`src/rtl/wlc_pkg.sv`:
```
// Shared types for the warp-limit controller.
package wlc_pkg;

    // Adjustment chosen from one window's latency figures.
    typedef enum logic [1:0] {
        STEP_HOLD = 2'd0,
        STEP_DOWN = 2'd1,
        STEP_UP   = 2'd2
    } step_t;

endpackage

```
`src/rtl/wlc_window.sv`:
```
// Sampling window: counts cycles up to the programmed length and keeps
// saturating totals of latency, packets, accesses and bypasses, plus a
// sticky contention flag. The tot_* outputs include the current cycle's
// inputs, so at win_close they describe the complete window.
// Assumes SUM_W + 1 > LAT_W + NPK_W and CNT_W + 1 > NPK_W.
module wlc_window #(
    parameter int WIN_W = 16,
    parameter int LAT_W = 10,
    parameter int NPK_W = 3,
    parameter int SUM_W = 24,
    parameter int CNT_W = 16
) (
    input  logic                    clk,
    input  logic                    rst_n,
    input  logic [WIN_W-1:0]        win_len,
    input  logic [LAT_W+NPK_W-1:0]  lat_inc,
    input  logic [NPK_W-1:0]        pkt_inc,
    input  logic                    acc_evt,
    input  logic                    byp_evt,
    input  logic                    cont_evt,
    output logic                    win_close,
    output logic [SUM_W-1:0]        tot_sum,
    output logic [CNT_W-1:0]        tot_pkt,
    output logic [CNT_W-1:0]        tot_acc,
    output logic [CNT_W-1:0]        tot_byp,
    output logic                    tot_cont
);
    localparam int LI_W = LAT_W + NPK_W;

    logic [WIN_W-1:0] cnt_q;
    logic [SUM_W-1:0] sum_q;
    logic [CNT_W-1:0] pkt_q, acc_q, byp_q;
    logic             cont_q;

    logic [WIN_W:0]   cnt_p1;
    logic [SUM_W:0]   sum_x;
    logic [CNT_W:0]   pkt_x, acc_x, byp_x;

    // Next cycle index and the close decision (length 0 closes every cycle).
    assign cnt_p1    = {1'b0, cnt_q} + {{WIN_W{1'b0}}, 1'b1};
    assign win_close = (cnt_p1 >= {1'b0, win_len});

    // Running totals including this cycle's inputs.
    assign sum_x = {1'b0, sum_q} + {{(SUM_W + 1 - LI_W){1'b0}}, lat_inc};
    assign pkt_x = {1'b0, pkt_q} + {{(CNT_W + 1 - NPK_W){1'b0}}, pkt_inc};
    assign acc_x = {1'b0, acc_q} + {{CNT_W{1'b0}}, acc_evt};
    assign byp_x = {1'b0, byp_q} + {{CNT_W{1'b0}}, (acc_evt & byp_evt)};

    // Saturate each total at its all-ones value.
    assign tot_sum  = sum_x[SUM_W] ? {SUM_W{1'b1}} : sum_x[SUM_W-1:0];
    assign tot_pkt  = pkt_x[CNT_W] ? {CNT_W{1'b1}} : pkt_x[CNT_W-1:0];
    assign tot_acc  = acc_x[CNT_W] ? {CNT_W{1'b1}} : acc_x[CNT_W-1:0];
    assign tot_byp  = byp_x[CNT_W] ? {CNT_W{1'b1}} : byp_x[CNT_W-1:0];
    assign tot_cont = cont_q | cont_evt;

    // Advance the window; clear every total when it closes.
    always_ff @(posedge clk) begin
        if (!rst_n || win_close) begin
            cnt_q  <= '0;
            sum_q  <= '0;
            pkt_q  <= '0;
            acc_q  <= '0;
            byp_q  <= '0;
            cont_q <= 1'b0;
        end else begin
            cnt_q  <= cnt_p1[WIN_W-1:0];
            sum_q  <= tot_sum;
            pkt_q  <= tot_pkt;
            acc_q  <= tot_acc;
            byp_q  <= tot_byp;
            cont_q <= tot_cont;
        end
    end

endmodule

```
`src/rtl/wlc_judge.sv`:
```
// Latency judge: compares a window's latency sum with threshold x packets
// (no divider) and picks down, up or hold. With no packets the network is
// taken as idle (up). The down condition has priority over the up condition.
module wlc_judge
    import wlc_pkg::*;
#(
    parameter int LAT_W = 10,
    parameter int SUM_W = 24,
    parameter int CNT_W = 16
) (
    input  logic [SUM_W-1:0] sum,
    input  logic [CNT_W-1:0] pkts,
    input  logic [LAT_W-1:0] lat_hi,
    input  logic [LAT_W-1:0] lat_lo,
    output step_t            step
);
    localparam int PR_W  = LAT_W + CNT_W;
    localparam int CMP_W = (PR_W > SUM_W) ? PR_W : SUM_W;

    logic [CMP_W-1:0] sum_w, hi_lim, lo_lim;
    logic             no_pkts;

    // Scale the thresholds to the window's packet count.
    assign sum_w   = CMP_W'(sum);
    assign hi_lim  = CMP_W'(lat_hi) * CMP_W'(pkts);
    assign lo_lim  = CMP_W'(lat_lo) * CMP_W'(pkts);
    assign no_pkts = (pkts == '0);

    // Pick the adjustment, congestion first.
    always_comb begin
        if (!no_pkts && (sum_w > hi_lim)) begin
            step = STEP_DOWN;
        end else if (no_pkts || (sum_w < lo_lim)) begin
            step = STEP_UP;
        end else begin
            step = STEP_HOLD;
        end
    end

endmodule

```
`src/rtl/wlc_seed.sv`:
```
// Seed estimator: maps bypasses/accesses linearly onto SEED_MIN..SEED_MAX
// using one comparator per step (k*acc <= SPAN*byp) instead of a divider.
// Assumes byp <= acc and SEED_MAX > SEED_MIN. Zero accesses yields SEED_MIN.
module wlc_seed #(
    parameter int ACC_W    = 16,
    parameter int SEED_MIN = 2,
    parameter int SEED_MAX = 24,
    parameter int MAW_W    = 6
) (
    input  logic [ACC_W-1:0] acc,
    input  logic [ACC_W-1:0] byp,
    output logic [MAW_W-1:0] seed
);
    localparam int SPAN = SEED_MAX - SEED_MIN;
    localparam int K_W  = $clog2(SPAN + 1);
    localparam int P_W  = ACC_W + K_W;

    logic [SPAN-1:0] step_ok;
    logic [P_W-1:0]  byp_scaled;

    assign byp_scaled = P_W'(SPAN) * P_W'(byp);

    // One comparator per possible increment above the minimum.
    for (genvar k = 1; k <= SPAN; k++) begin : g_step
        assign step_ok[k-1] = ((P_W'(k) * P_W'(acc)) <= byp_scaled);
    end

    // Count the satisfied steps to form the seed.
    always_comb begin
        if (acc == '0) begin
            seed = MAW_W'(SEED_MIN);
        end else begin
            seed = MAW_W'(SEED_MIN) + MAW_W'($countones(step_ok));
        end
    end

endmodule

```
`src/rtl/warp_limit_ctrl.sv`:
```
// Per-core active-warp limit controller. At every window close it either
// releases throttling (no contention), seeds the limit from the bypass
// ratio (first contended window), or nudges it by one toward the latency
// band. Configuration inputs are expected to change only at window
// boundaries.
module warp_limit_ctrl
    import wlc_pkg::*;
#(
    parameter int MAX_WARPS = 48,
    parameter int SEED_MIN  = 2,
    parameter int SEED_MAX  = 24,
    parameter int WIN_W     = 16,
    parameter int LAT_W     = 10,
    parameter int NPK_W     = 3,
    parameter int SUM_W     = 24,
    parameter int CNT_W     = 16,
    localparam int MAW_W    = $clog2(MAX_WARPS + 1)
) (
    input  logic                   clk,
    input  logic                   rst_n,
    input  logic [WIN_W-1:0]       cfg_win_len,
    input  logic [LAT_W-1:0]       cfg_lat_hi,
    input  logic [LAT_W-1:0]       cfg_lat_lo,
    input  logic [LAT_W+NPK_W-1:0] net_lat_inc,
    input  logic [NPK_W-1:0]       net_pkt_inc,
    input  logic                   l1_acc_evt,
    input  logic                   l1_byp_evt,
    input  logic                   l2_contend_evt,
    output logic [MAW_W-1:0]       maw,
    output logic                   bypass_en,
    output logic                   throttle_en
);
    localparam logic [MAW_W-1:0] MAW_FULL = MAW_W'(MAX_WARPS);
    localparam logic [MAW_W-1:0] MAW_ONE  = MAW_W'(1);

    logic             win_close;
    logic [SUM_W-1:0] tot_sum;
    logic [CNT_W-1:0] tot_pkt, tot_acc, tot_byp;
    logic             tot_cont;
    logic [MAW_W-1:0] seed;
    step_t            step;

    logic [MAW_W-1:0] maw_q;
    logic             byp_q, thr_q;

    wlc_window #(
        .WIN_W (WIN_W),
        .LAT_W (LAT_W),
        .NPK_W (NPK_W),
        .SUM_W (SUM_W),
        .CNT_W (CNT_W)
    ) u_window (
        .clk       (clk),
        .rst_n     (rst_n),
        .win_len   (cfg_win_len),
        .lat_inc   (net_lat_inc),
        .pkt_inc   (net_pkt_inc),
        .acc_evt   (l1_acc_evt),
        .byp_evt   (l1_byp_evt),
        .cont_evt  (l2_contend_evt),
        .win_close (win_close),
        .tot_sum   (tot_sum),
        .tot_pkt   (tot_pkt),
        .tot_acc   (tot_acc),
        .tot_byp   (tot_byp),
        .tot_cont  (tot_cont)
    );

    wlc_judge #(
        .LAT_W (LAT_W),
        .SUM_W (SUM_W),
        .CNT_W (CNT_W)
    ) u_judge (
        .sum    (tot_sum),
        .pkts   (tot_pkt),
        .lat_hi (cfg_lat_hi),
        .lat_lo (cfg_lat_lo),
        .step   (step)
    );

    wlc_seed #(
        .ACC_W    (CNT_W),
        .SEED_MIN (SEED_MIN),
        .SEED_MAX (SEED_MAX),
        .MAW_W    (MAW_W)
    ) u_seed (
        .acc  (tot_acc),
        .byp  (tot_byp),
        .seed (seed)
    );

    // Update limit and enables once per window.
    always_ff @(posedge clk) begin
        if (!rst_n) begin
            maw_q <= MAW_FULL;
            byp_q <= 1'b0;
            thr_q <= 1'b0;
        end else if (win_close) begin
            if (!tot_cont) begin
                maw_q <= MAW_FULL;
                byp_q <= 1'b0;
                thr_q <= 1'b0;
            end else if (!thr_q) begin
                maw_q <= seed;
                byp_q <= 1'b1;
                thr_q <= 1'b1;
            end else begin
                byp_q <= 1'b1;
                if (step == STEP_DOWN && maw_q > MAW_ONE) begin
                    maw_q <= maw_q - MAW_ONE;
                end else if (step == STEP_UP && maw_q < MAW_FULL) begin
                    maw_q <= maw_q + MAW_ONE;
                end
            end
        end
    end

    assign maw         = maw_q;
    assign bypass_en   = byp_q;
    assign throttle_en = thr_q;

endmodule

```
`config.mk`:
```
export PLATFORM = sky130hd
export DESIGN_NAME = warp_limit_ctrl
export DESIGN_NICKNAME = d
export VERILOG_FILES = /design/src/rtl/wlc_pkg.sv /design/src/rtl/wlc_window.sv /design/src/rtl/wlc_judge.sv /design/src/rtl/wlc_seed.sv /design/src/rtl/warp_limit_ctrl.sv
export SDC_FILE = /design/constraint.sdc
export NUM_CORES = 2
export LEC_CHECK = 0
export BUFFER_PORTS_ARGS = -buffer_cell sky130_fd_sc_hd__buf_2
export CAP_MARGIN = 5
export CORE_MARGIN = 2
export CORE_UTILIZATION = 30
export CTS_CLUSTER_SIZE = 16
export DETAILED_ROUTE_END_ITERATION = 12
export SYNTH_ARGS = -nofsm -noshare
export SYNTH_HDL_FRONTEND = slang
export SYNTH_SLANG_ARGS = --single-unit
```
`constraint.sdc`:
```
create_clock -name clk -period 35.2 [get_ports clk]
set_input_delay 8.8 -clock clk [delete_from_list [all_inputs] [get_ports clk]]
set_output_delay 8.8 -clock clk [all_outputs]
set_load 0.005 [all_outputs]
```
==> results.toml <==
[logic_synthesis]
synth_seq_cells = 96
yosysSeqAreaShare_pct = 5.28
synth_top_family_by_area = "adder cells"
async_reset_ff_share_pct = 0
syn_inst = 4378
synth_common_cells = "ha_1 (808), inv_1 (644), nand2_1 (362)"
syn_avg_cell_area_sq_um = 8.32
ys_top_cells_by_area = "ha_1 (28%), fa_1 (20%), inv_1 (6.6%)"
synth_simple_gate_area_share_pct = 17.0
synth_compound_area_share_pct = 15.2
synth_top_cell_by_area = "ha_1"
post-synth-top-count-cell = "ha_1"
synth_warnings = 0
synth-xor-area-share_pct = 6.44
synth_area_sq_um = 36400
synthMuxAreaShare_pct = 0.601
synth_cell_types = 76
synth_ff_type = "dfxtp_1"
synth_nets = 5604
synth_top_area_share_pct = 27.8
synthAdderAreaFrac_pct = 47.9
synth_edf_count = 0

[finish]
syn_to_final_growth_pct = 7.88
nets = 5654
nFillCells = 12700
drive_gt1_share_pct = 4.67

[sta]
finalSetupViolCount = 0
finalCritPeriodShare_pct = 57.9
skew_ns = 0.0188
max_freq_ghz = 0.0490
max_slew_margin_pct = 26.0
hold_violations = 0
rsz0062_at_grt = "false"
setup_tns_ns = 0
drv_slew = 0
worst_pin_slew_ns = 1.11
fin_hold_ws_ns = 0.496
period_minus_slack_ns = 20.39

[placed_design]
io_buffers = 64
hpwlAfterDp_um = 85400
gp_congestion = 0.897

[floorplanning]
core-area_sq_um = 120000
die-area_sq_um = 124000
io_pins = 65
rows = 127
die_y_um = 352
initial_core_util_pct = 30.3
die_w_um = 352

[clock_network]
clock_latency_ns = 0.39
cts_max_level = 3
cts_tree = "done"
clockRootBuffer = "clkbuf_16"
clockBufferDepth = 2
holdBufCountCts = 0
cts_buffers = 9
cts_resized = 0
cts_setup_buffers = 0
numClockSinks = 96
clk_pin_slew_ns = 0.08

[global_route]
grt_max_degree = 47
antenna_found_initial = 1
grt_pass1_vias = 31000
grt_first_pass_wirelength_um = 172000
grt-ovfl-total = 0
grt_usage_pct = 17.3

[critical_path]
crit_family = "adder cells"
cp.depth = 47
cpMaxStageDelayCell = "inv_1"
regToRegSetupSlack_ns = 23.08
cp.arrival_ns = 20.64
r2r_cells = 46
start_kind = "primary input"
endpoint = "maw[4]$_SDFFE_PN1P_"
critPathKind = "in -> reg"
reg2reg_to = "maw[4]$_SDFFE_PN1P_"
worst-path-buf-inv = 6
cp-startpoint = "l1_acc_evt"
cpPeakStageDelay_ns = 0.72
path_max_fanout = 16
cp.required_ns = 35.45
cp-end-kind = "flip-flop"
r2r-start = "u_window.acc_q[0]$_SDFF_PP0_"

[min_path]
hold_path_class = "reg -> reg"

[routing]
drc_errors = 0
drt-initial-drc-count = 1971
vias = 31100
wire_per_inst_um = 17.8
ant_nets = 0
dr.pass1.iters = 5
wirelength_um = 108000
via_per_inst = 5.14

[run]
max-cap-violations = 0

[power_and_ir_drop]
ir_drop_mv = 0.194
leakage_nw = 21.4
power_density_nw_per_um2 = 43.9

[run_status]
status = "finished clean"
-- where the power goes --
part	total, mW	internal, mW	switching (mW)	leakage, nW
Combinational	1.50	0.648	0.850	20.4
Clock	0.107	0.0553	0.0513	0.144
Sequential	0.121	0.117	0.00412	0.780
Total	1.73	0.820	0.906	21.4
-- flip-flops by register name, summed over array words and instances, names as in the netlist --
register	flops
maw	6
u_window.acc_q	16
u_window.sum_q	24
u_window.cont_q	1
u_window.pkt_q	16
u_window.byp_q	16
throttle_en	1
u_window.cnt_q	16
-- through the flow --
stage | power [mW] | instances | area, sq um | setup WS, ns | util [%]
4_1_cts | 1.74 | 6044 | 39300 | 14.99 | 32.7
6_report | 1.73 | 6045 | 39300 | 14.81 | 32.7
3_3_place_gp | 1.61 | 6029 | 39000 | 14.67 | 32.5
2_1_floorplan | 1.27 | 4378 | 36400 | 16.15 | -
5_1_grt | 1.96 | 6044 | 39300 | 14.19 | 32.7
3_5_place_dp | 1.63 | 6029 | 39000 | 14.59 | 32.5
-- worst reg2reg max path: cells and delay by family (launching register included) --
kind | cells | cell delay, ns
fa+ha+maj | 14 | 5.38
compound gates | 15 | 3.23
simple gates | 9 | 1.66
buf+inv | 5 | 0.97
flops | 1 | 0.33
xor+xnor | 2 | 0.29
mux | 1 | 0.13
-- worst min path at each step --
stage | startpoint | endpoint | cells after the start
3_3_place_gp | u_window.cnt_q[0]$_SDFF_PP0_ | u_window.cnt_q[0]$_SDFF_PP0_ | 1
3_5_place_dp | u_window.cnt_q[0]$_SDFF_PP0_ | u_window.cnt_q[0]$_SDFF_PP0_ | 1
2_1_floorplan | u_window.cnt_q[0]$_SDFF_PP0_ | u_window.cnt_q[0]$_SDFF_PP0_ | 1
4_1_cts | u_window.cnt_q[0]$_SDFF_PP0_ | u_window.cnt_q[0]$_SDFF_PP0_ | 1
5_1_grt | u_window.cnt_q[0]$_SDFF_PP0_ | u_window.cnt_q[0]$_SDFF_PP0_ | 1
6_report | u_window.cnt_q[0]$_SDFF_PP0_ | u_window.cnt_q[0]$_SDFF_PP0_ | 1
-- cells in the final DEF (no fill, tap or decap), types with 10 or more instances in the layout --
master,netlist,layout
ha_1,808,808
nor4_1,12,12
a21o_1,161,161
buf_4,1,59
a31o_2,13,13
maj3_1,10,10
a211oi_1,28,26
a21oi_1,252,252
and3_1,75,75
buf_2,0,64
nand3_1,99,99
nand4_1,94,94
inv_1,644,644
nand2b_1,43,43
nor2_1,208,208
or3_1,26,26
mux2i_1,14,12
xnor2_1,185,176
fa_1,361,361
nor3_1,55,55
o211ai_1,23,23
o31ai_1,16,16
and2_1,132,132
dfxtp_1,96,96
o21ai_0,134,133
o22ai_1,11,11
a31oi_1,26,26
or2_2,15,15
xor2_1,80,77
o21a_1,35,35
a221oi_1,14,14
a21boi_0,15,15
nand2_1,362,361
a211o_1,10,10
nor2b_1,83,83
o21bai_1,40,40
-- cell families (layout without fill, tap and decap cells) --
family	count (synthesis)	after routing
buf+inv	731	785
compound gates	849	849
simple gates	1236	1236
other cells	0	1
mux	21	21
flops	96	96
fa+ha+maj	1179	1179
xor+xnor	266	266
-- per-layer routing --
layer  routed length [um]  share of wire [%]  up-vias  global-route usage [%]
li1                     -                  -    15100                       -
met1                49800                 46    15100                    23.6
met2                48500                 45      743                    28.2
met3                 5710                5.3      145                    1.98
met4                 3760                3.5        2                    5.77
met5                    9             0.0084        -                       0
-- final cells by class --
class                      count  area, sq um  area share [%]
sequential                    96         1920            4.89
clock buffer                   9          225           0.573
clock inverter                 6         67.6           0.172
multi-input combinational   3551        31900            81.1
inverter                     647         2430            6.18
tap                         1612         2020            5.13
timing repair buffer         123          763            1.94
antenna                        1         2.50         0.00637
Power figures use the tool's default switching activity.
